==> src/rtl/uart_fifo_pkg.sv <==
// Shared constants and types for the UART FIFO block.
// Assumes a byte-wide host port and a three-bit register offset.
package uart_fifo_pkg;
    localparam int ADDR_W = 3;
    localparam logic [ADDR_W-1:0] OFS_DATA = 3'd0;
    localparam logic [ADDR_W-1:0] OFS_CTRL = 3'd2;

    localparam int CB_EN    = 0;
    localparam int CB_RXCLR = 1;
    localparam int CB_TXCLR = 2;
    localparam int CB_DMA   = 3;

    typedef enum logic [1:0] {
        TRIG_1  = 2'd0,
        TRIG_4  = 2'd1,
        TRIG_8  = 2'd2,
        TRIG_14 = 2'd3
    } trig_code_e;

    // Threshold in bytes for each encoded receive trigger.
    function automatic int trig_level(trig_code_e c);
        case (c)
            TRIG_1:  return 1;
            TRIG_4:  return 4;
            TRIG_8:  return 8;
            default: return 14;
        endcase
    endfunction
endpackage

==> src/rtl/uart_fifo_buf.sv <==
// Circular byte queue with a run-time capacity of DEPTH or one entry.
// Assumes clr dominates push and pop; a pop when empty is ignored and a push
// when full is dropped unless a pop frees a slot in the same cycle.
module uart_fifo_buf #(
    parameter int DATA_W = 8,
    parameter int DEPTH  = 16,
    parameter int CNT_W  = $clog2(DEPTH + 1)
) (
    input  logic              clk,
    input  logic              rst_n,
    input  logic              clr_i,
    input  logic              limit_one_i,
    input  logic              push_i,
    input  logic [DATA_W-1:0] wdata_i,
    input  logic              pop_i,
    output logic [DATA_W-1:0] head_o,
    output logic [CNT_W-1:0]  count_o,
    output logic              empty_o,
    output logic              drop_o
);
    localparam int PTR_W = (DEPTH > 1) ? $clog2(DEPTH) : 1;
    localparam logic [PTR_W-1:0] PTR_LAST = PTR_W'(DEPTH - 1);
    localparam logic [CNT_W-1:0] CNT_FULL = CNT_W'(DEPTH);

    logic [DATA_W-1:0] mem [DEPTH];
    logic [PTR_W-1:0]  wr_ptr, rd_ptr;
    logic [CNT_W-1:0]  count_q;
    logic              full, pop_ok, push_ok;

    // Full depends on the capacity currently in force.
    assign full    = limit_one_i ? (count_q != '0) : (count_q == CNT_FULL);
    assign empty_o = (count_q == '0);
    assign pop_ok  = pop_i && !empty_o;
    assign push_ok = push_i && (!full || pop_ok);
    assign drop_o  = push_i && !push_ok && !clr_i;
    assign head_o  = mem[rd_ptr];
    assign count_o = count_q;

    // Store an accepted byte at the write pointer.
    always_ff @(posedge clk) begin
        if (push_ok && !clr_i) begin
            mem[wr_ptr] <= wdata_i;
        end
    end

    // Advance pointers and count; clear wins over everything.
    always_ff @(posedge clk) begin
        if (!rst_n || clr_i) begin
            wr_ptr  <= '0;
            rd_ptr  <= '0;
            count_q <= '0;
        end else begin
            if (push_ok) begin
                wr_ptr <= (wr_ptr == PTR_LAST) ? '0 : wr_ptr + 1'b1;
            end
            if (pop_ok) begin
                rd_ptr <= (rd_ptr == PTR_LAST) ? '0 : rd_ptr + 1'b1;
            end
            case ({push_ok, pop_ok})
                2'b10:   count_q <= count_q + 1'b1;
                2'b01:   count_q <= count_q - 1'b1;
                default: count_q <= count_q;
            endcase
        end
    end

    AST_CNT_BOUND: assert property (@(posedge clk) disable iff (!rst_n)
        count_q <= CNT_FULL);
    AST_CLR_EMPTIES: assert property (@(posedge clk) disable iff (!rst_n)
        clr_i |=> empty_o);
    AST_FULL_DROP: assert property (@(posedge clk) disable iff (!rst_n)
        (full && push_i && !pop_i && !clr_i) |=> $stable(count_q));
    AST_SINGLE_CAP: assert property (@(posedge clk) disable iff (!rst_n)
        limit_one_i |-> count_q <= 1);
endmodule

==> src/rtl/uart_fcr_decode.sv <==
// Write-only control register decode. Writes with the enable bit clear only
// switch FIFO mode off; other fields keep their values. Flush outputs are
// single-cycle strobes, asserted also on disable so both queues empty.
module uart_fcr_decode
    import uart_fifo_pkg::*;
(
    input  logic              clk,
    input  logic              rst_n,
    input  logic              wr_i,
    input  logic [ADDR_W-1:0] addr_i,
    input  logic [7:0]        wdata_i,
    output logic              fifo_en_o,
    output trig_code_e        trig_o,
    output logic              dma_o,
    output logic              rx_clr_o,
    output logic              tx_clr_o
);
    logic       ctrl_wr;
    logic       en_q, dma_q;
    trig_code_e trig_q;
    logic       unused_rsvd;

    assign ctrl_wr     = wr_i && (addr_i == OFS_CTRL);
    assign unused_rsvd = ^wdata_i[5:4];

    // Hold the programmable fields; only enabled writes touch the others.
    always_ff @(posedge clk) begin
        if (!rst_n) begin
            en_q   <= 1'b0;
            dma_q  <= 1'b1;
            trig_q <= TRIG_1;
        end else if (ctrl_wr) begin
            en_q <= wdata_i[CB_EN];
            if (wdata_i[CB_EN]) begin
                dma_q  <= wdata_i[CB_DMA];
                trig_q <= trig_code_e'(wdata_i[7:6]);
            end
        end
    end

    // One-shot flushes: explicit flush bit or a disabling write.
    always_comb begin
        rx_clr_o = ctrl_wr && (!wdata_i[CB_EN] || wdata_i[CB_RXCLR]);
        tx_clr_o = ctrl_wr && (!wdata_i[CB_EN] || wdata_i[CB_TXCLR]);
    end

    assign fifo_en_o = en_q;
    assign trig_o    = trig_q;
    assign dma_o     = dma_q;

    AST_OFF_KEEPS_FIELDS: assert property (@(posedge clk) disable iff (!rst_n)
        (ctrl_wr && !wdata_i[CB_EN]) |=> ($stable(trig_q) && $stable(dma_q)));
    AST_OFF_WRITE_DISABLES: assert property (@(posedge clk) disable iff (!rst_n)
        (ctrl_wr && !wdata_i[CB_EN]) |=> !en_q);
endmodule

==> src/rtl/uart_rx_trigger.sv <==
// Receive data-ready interrupt: threshold compare in FIFO mode, byte-held
// test in holding mode. Combinational from the registered fill count.
module uart_rx_trigger
    import uart_fifo_pkg::*;
#(
    parameter int CNT_W = 5
) (
    input  logic             clk,
    input  logic             rst_n,
    input  logic [CNT_W-1:0] count_i,
    input  trig_code_e       trig_i,
    input  logic             fifo_en_i,
    input  logic             en_i,
    output logic             irq_o
);
    logic reached;

    // Compare fill against the selected threshold, or any byte when off.
    always_comb begin
        if (fifo_en_i) begin
            reached = int'(count_i) >= trig_level(trig_i);
        end else begin
            reached = (count_i != '0);
        end
        irq_o = en_i && reached;
    end

    AST_IRQ_NONEMPTY: assert property (@(posedge clk) disable iff (!rst_n)
        irq_o |-> (count_i != '0));
    AST_IRQ_NEEDS_EN: assert property (@(posedge clk) disable iff (!rst_n)
        !en_i |-> !irq_o);
endmodule

==> src/rtl/uart_fifo_ctrl.sv <==
// UART transmit/receive queues with control register and threshold interrupt.
// Assumes the host read data is sampled in the same cycle as reg_rd; the pop
// takes effect at the following edge. Shift registers live outside.
module uart_fifo_ctrl
    import uart_fifo_pkg::*;
#(
    parameter int DATA_W = 8,
    parameter int DEPTH  = 16,
    parameter int CNT_W  = $clog2(DEPTH + 1)
) (
    input  logic              clk,
    input  logic              rst_n,
    input  logic              rx_irq_en,
    input  logic              reg_wr,
    input  logic              reg_rd,
    input  logic [ADDR_W-1:0] reg_addr,
    input  logic [DATA_W-1:0] reg_wdata,
    output logic [DATA_W-1:0] reg_rdata,
    input  logic              rx_push,
    input  logic [DATA_W-1:0] rx_byte,
    input  logic              tx_pop,
    output logic [DATA_W-1:0] tx_byte,
    output logic              tx_empty,
    output logic [CNT_W-1:0]  rx_count,
    output logic [CNT_W-1:0]  tx_count,
    output logic              rx_irq,
    output logic              rx_overrun,
    output logic              fifo_mode,
    output logic              dma_mode
);
    logic              fifo_en, rx_clr, tx_clr, rx_drop, tx_drop_unused;
    logic              rx_empty, host_pop, host_push;
    logic [DATA_W-1:0] rx_head, last_rd_q;
    logic              ovr_q;
    trig_code_e        trig;

    assign host_pop  = reg_rd && (reg_addr == OFS_DATA);
    assign host_push = reg_wr && (reg_addr == OFS_DATA);

    uart_fcr_decode u_fcr (
        .clk       (clk),
        .rst_n     (rst_n),
        .wr_i      (reg_wr),
        .addr_i    (reg_addr),
        .wdata_i   (reg_wdata),
        .fifo_en_o (fifo_en),
        .trig_o    (trig),
        .dma_o     (dma_mode),
        .rx_clr_o  (rx_clr),
        .tx_clr_o  (tx_clr)
    );

    uart_fifo_buf #(.DATA_W(DATA_W), .DEPTH(DEPTH), .CNT_W(CNT_W)) u_rxq (
        .clk         (clk),
        .rst_n       (rst_n),
        .clr_i       (rx_clr),
        .limit_one_i (!fifo_en),
        .push_i      (rx_push),
        .wdata_i     (rx_byte),
        .pop_i       (host_pop),
        .head_o      (rx_head),
        .count_o     (rx_count),
        .empty_o     (rx_empty),
        .drop_o      (rx_drop)
    );

    uart_fifo_buf #(.DATA_W(DATA_W), .DEPTH(DEPTH), .CNT_W(CNT_W)) u_txq (
        .clk         (clk),
        .rst_n       (rst_n),
        .clr_i       (tx_clr),
        .limit_one_i (!fifo_en),
        .push_i      (host_push),
        .wdata_i     (reg_wdata),
        .pop_i       (tx_pop),
        .head_o      (tx_byte),
        .count_o     (tx_count),
        .empty_o     (tx_empty),
        .drop_o      (tx_drop_unused)
    );

    uart_rx_trigger #(.CNT_W(CNT_W)) u_trig (
        .clk       (clk),
        .rst_n     (rst_n),
        .count_i   (rx_count),
        .trig_i    (trig),
        .fifo_en_i (fifo_en),
        .en_i      (rx_irq_en),
        .irq_o     (rx_irq)
    );

    // Remember the last byte handed to the host for empty reads.
    always_ff @(posedge clk) begin
        if (!rst_n) begin
            last_rd_q <= '0;
        end else if (host_pop && !rx_empty) begin
            last_rd_q <= rx_head;
        end
    end

    // Sticky overrun, cleared whenever the receive side is emptied.
    always_ff @(posedge clk) begin
        if (!rst_n || rx_clr) begin
            ovr_q <= 1'b0;
        end else if (rx_drop) begin
            ovr_q <= 1'b1;
        end
    end

    // Read mux: data offset pops, control offset returns identification.
    always_comb begin
        reg_rdata = '0;
        if (reg_addr == OFS_DATA) begin
            reg_rdata = rx_empty ? last_rd_q : rx_head;
        end else if (reg_addr == OFS_CTRL) begin
            reg_rdata[7:6] = {fifo_en, fifo_en};
            reg_rdata[3:1] = rx_irq ? 3'b010 : 3'b000;
            reg_rdata[0]   = !rx_irq;
        end
    end

    assign rx_overrun = ovr_q;
    assign fifo_mode  = fifo_en;

    AST_OVR_STICKY: assert property (@(posedge clk) disable iff (!rst_n)
        (ovr_q && !rx_clr) |=> ovr_q);
    AST_EMPTY_READ_KEEPS: assert property (@(posedge clk) disable iff (!rst_n)
        (host_pop && rx_empty && !rx_push) |=> $stable(last_rd_q));
endmodule

==> config.mk <==
export PLATFORM = sky130hd
export DESIGN_NAME = uart_fifo_ctrl
export DESIGN_NICKNAME = d
export VERILOG_FILES = /design/src/rtl/uart_fifo_pkg.sv /design/src/rtl/uart_fifo_buf.sv /design/src/rtl/uart_fcr_decode.sv /design/src/rtl/uart_rx_trigger.sv /design/src/rtl/uart_fifo_ctrl.sv
export SDC_FILE = /design/constraint.sdc
export NUM_CORES = 1
export LEC_CHECK = 0
export ABC_AREA = 0
export CORE_ASPECT_RATIO = 1.75
export CORE_MARGIN = 1
export CORE_UTILIZATION = 50
export DETAILED_ROUTE_END_ITERATION = 12
export GPL_TIMING_DRIVEN = 0
export PLACE_DENSITY = 0.73
export SLEW_MARGIN = 25
export SYNTH_ARGS = -nofsm -noshare
export SYNTH_HDL_FRONTEND = slang
export SYNTH_HIERARCHICAL = 1
export SYNTH_SLANG_ARGS = --single-unit
==> constraint.sdc <==
create_clock -name clk -period 6.2 [get_ports clk]
set_input_delay 0.62 -clock clk [delete_from_list [all_inputs] [get_ports clk]]
set_output_delay 0.62 -clock clk [all_outputs]
set_load 0.02 [all_outputs]
==> results.sh <==
export IMPL_crit_chain="or4_4 > buf_6 > nor2_1 > clkbuf_1 > mux2i_1 > o21ai_0 > clkdlybuf4s50_1"
export IMPL_syn_area_per_cell_um2=17.7
export IMPL_holdCritStartpoint="last_rd_q[1]"
export IMPL_switchingPower_mw=1.13
export IMPL_die_width_um=122
export IMPL_critPathKind="register to output pin"
export IMPL_finish_instance_area_mm2=0.0146
export IMPL_status="finished, final reports clean"
export IMPL_crit_required_ns=5.58
export IMPL_holdCritPathClass="register to register"
export IMPL_power_frac_comb_pct=16.3
export IMPL_syn_area_mm2=0.0126
export IMPL_use_met2_pct=43.7
export IMPL_crit_path_end_kind="output pin"
export IMPL_finalCritPeriodShare_pct=67.8
export IMPL_core_area_mm2=0.0247
export IMPL_clockPowerShare_pct=34.0
export IMPL_relSlewSlack_pct=34.1
export IMPL_clk_pin_slew_ns=0.07
export IMPL_nNetsFinal=861
export IMPL_intPower_mw=3.49
export IMPL_post_cts_setup_buffer_count=0
export IMPL_critical_path_startpoint_type="register"
export IMPL_timing_setup_tns_ns=0
export IMPL_diodes=0
export IMPL_fp_dieArea_mm2=0.0259
export IMPL_area_growth_syn_to_layout_pct=15.6
export IMPL_grt_busiest_layer="met2"
export IMPL_cts_buffers=26
export IMPL_cts_root_buf="clkbuf_16"
export IMPL_cts_resized=0
export IMPL_wl_per_cell_um=23.9
export IMPL_drc=0
export IMPL_gr_usage_all_layers_pct=22.0
export IMPL_cts_path_max_buffers=3
export IMPL_min_period_ns=4.20
export IMPL_leakagePower_nw=4.80
export IMPL_finalWirelength_um=27300
export IMPL_clock_skew_final_ns=0.0152
export IMPL_routed_via_density=5.90
export IMPL_seq_area_mm2=0.00863
export IMPL_fin_ws_ns=2.00
export IMPL_clk_latency_ns=0.55
export IMPL_slowest_stage="clkdlybuf4s50_1"
export IMPL_slew_violations=0
export IMPL_path_buf_inv=3
export IMPL_netSwitchingFraction_pct=24.5
export IMPL_clock_sinks=303
export IMPL_slowest_delay_ns=0.70
export IMPL_placementRows=76
export IMPL_grt_max_degree=23
export IMPL_dp_slack_ns=2.06
export IMPL_setup_viol=0
export IMPL_seq_power_share_pct=49.7
export IMPL_holdBufCountCts=0
export IMPL_multi_input_area_mm2=0.00387
export IMPL_power_total_mw=4.62
export IMPL_final_common_cell="edfxtp_1"
export IMPL_io_pins=57
export IMPL_path_max_fanout=9
export IMPL_cp_arrival_ns=3.58
export IMPL_use_met1_pct=22.2
export IMPL_finalHoldViolations=0
export IMPL_rr_startpoint="u_txq/count_o[0]"
export IMPL_grt_util_met3_pct=2.52
export IMPL_power_density_mw_per_mm2=316
export IMPL_antenna_found_initial=0
export IMPL_gr_total_overflow=0
export IMPL_critPathLaunch="u_rxq/count_o[0]"
export IMPL_vias=6754
export IMPL_htree_levels=1
export IMPL_die_y_um=212
export IMPL_ant_nets=0
export IMPL_fillCellCount=1844
export IMPL_syn_nets=763
export IMPL_start_util_pct=51.1
export IMPL_yosys_warnings=6
export IMPL_cap_violations=0
export IMPL_cts_tree="built"
export IMPL_layout_common_cells="256 x edfxtp_1, 80 x mux4_2, 55 x clkdlybuf4s50_1"
export IMPL_syn_inst=715
export IMPL_layout_drive_gt1_share_pct=22.0
export IMPL_drtPass1Iterations=4
export IMPL_crit_family="buffers and inverters"
export IMPL_dpl_cell_count=1097
export IMPL_drt_initial_drc_count=516
export IMPL_ir_worst_vdd_v=0.000262
export IMPL_rsz0062_at_grt="no"
export IMPL_grt_pass1_vias=7125
export IMPL_max_clock_freq_ghz=0.238
export IMPL_place_congestion=0.795
export IMPL_final_cells=1144
export IMPL_grt_pass1_wl_um=41100
export IMPL_hpwl_um=20000
export IMPL_tightest_slew_ns=0.983
export IMPL_postPlaceCellArea_mm2=0.0138
export IMPL_io_buffers=55
## flip-flops by register name, indices dropped and copies added (netlist names), named ones only
name,cells
u_fcr/fifo_en_o,1
u_fcr/trig_o,2
u_rxq/mem,128
u_txq/wr_ptr,4
u_fcr/dma_o,1
u_rxq/rd_ptr,4
last_rd_q,8
u_rxq/wr_ptr,4
u_txq/rd_ptr,4
rx_overrun,1
u_txq/count_o,5
u_txq/mem,128
u_rxq/count_o,5
## area by class of cell
class | count | area share, %
buffer | 36 | 1.11
clock buffer | 35 | 5.05
clock inverter | 12 | 0.617
inverter | 17 | 0.437
multi-input combinational | 359 | 26.5
sequential | 303 | 59.1
tap | 312 | 2.67
timing repair buffer | 70 | 4.47
## power groups by stage
stage | registers (mW) | logic [mW] | clock network [mW]
after floorplan | 2.34 | 0.494 | 0
after global placement | 2.33 | 0.727 | 0
after detailed placement | 2.34 | 0.760 | 0
after CTS | 2.29 | 0.762 | 1.61
after global routing | 2.30 | 0.807 | 1.67
final | 2.29 | 0.754 | 1.57
## path summary, 6_finish.rpt
kind	slack [ns]	cells after the start	endpoint
max	2.00	7	reg_rdata[0]
min	0.46	2	last_rd_q[1]
max reg2reg	2.89	9	u_txq/count_o[4]
min reg2reg	0.46	2	last_rd_q[1]
## worst register-to-register path, delay by kind of cell (launching register included)
family          cells  cell delay, ns
fa+ha+maj           1            0.45
compound gates      2            0.50
flops               1            0.41
simple gates        5            1.66
buf+inv             1            0.19
## routing by layer
layer  vias to the layer above  share of wire [%]
li1                       3052                  -
met5                         -                  0
met1                      3419                 33
met4                         0                3.9
met2                       226                 58
met3                        57                4.4
## stage by stage
step                utilization, %  hold WS (ns)
floorplan                        -         0.434
global placement              54.9         0.444
detailed placement            55.7         0.450
CTS                           59.0         0.462
global route                  59.0         0.484
finish                        59.0         0.463
(Power assumes the default switching activity.)
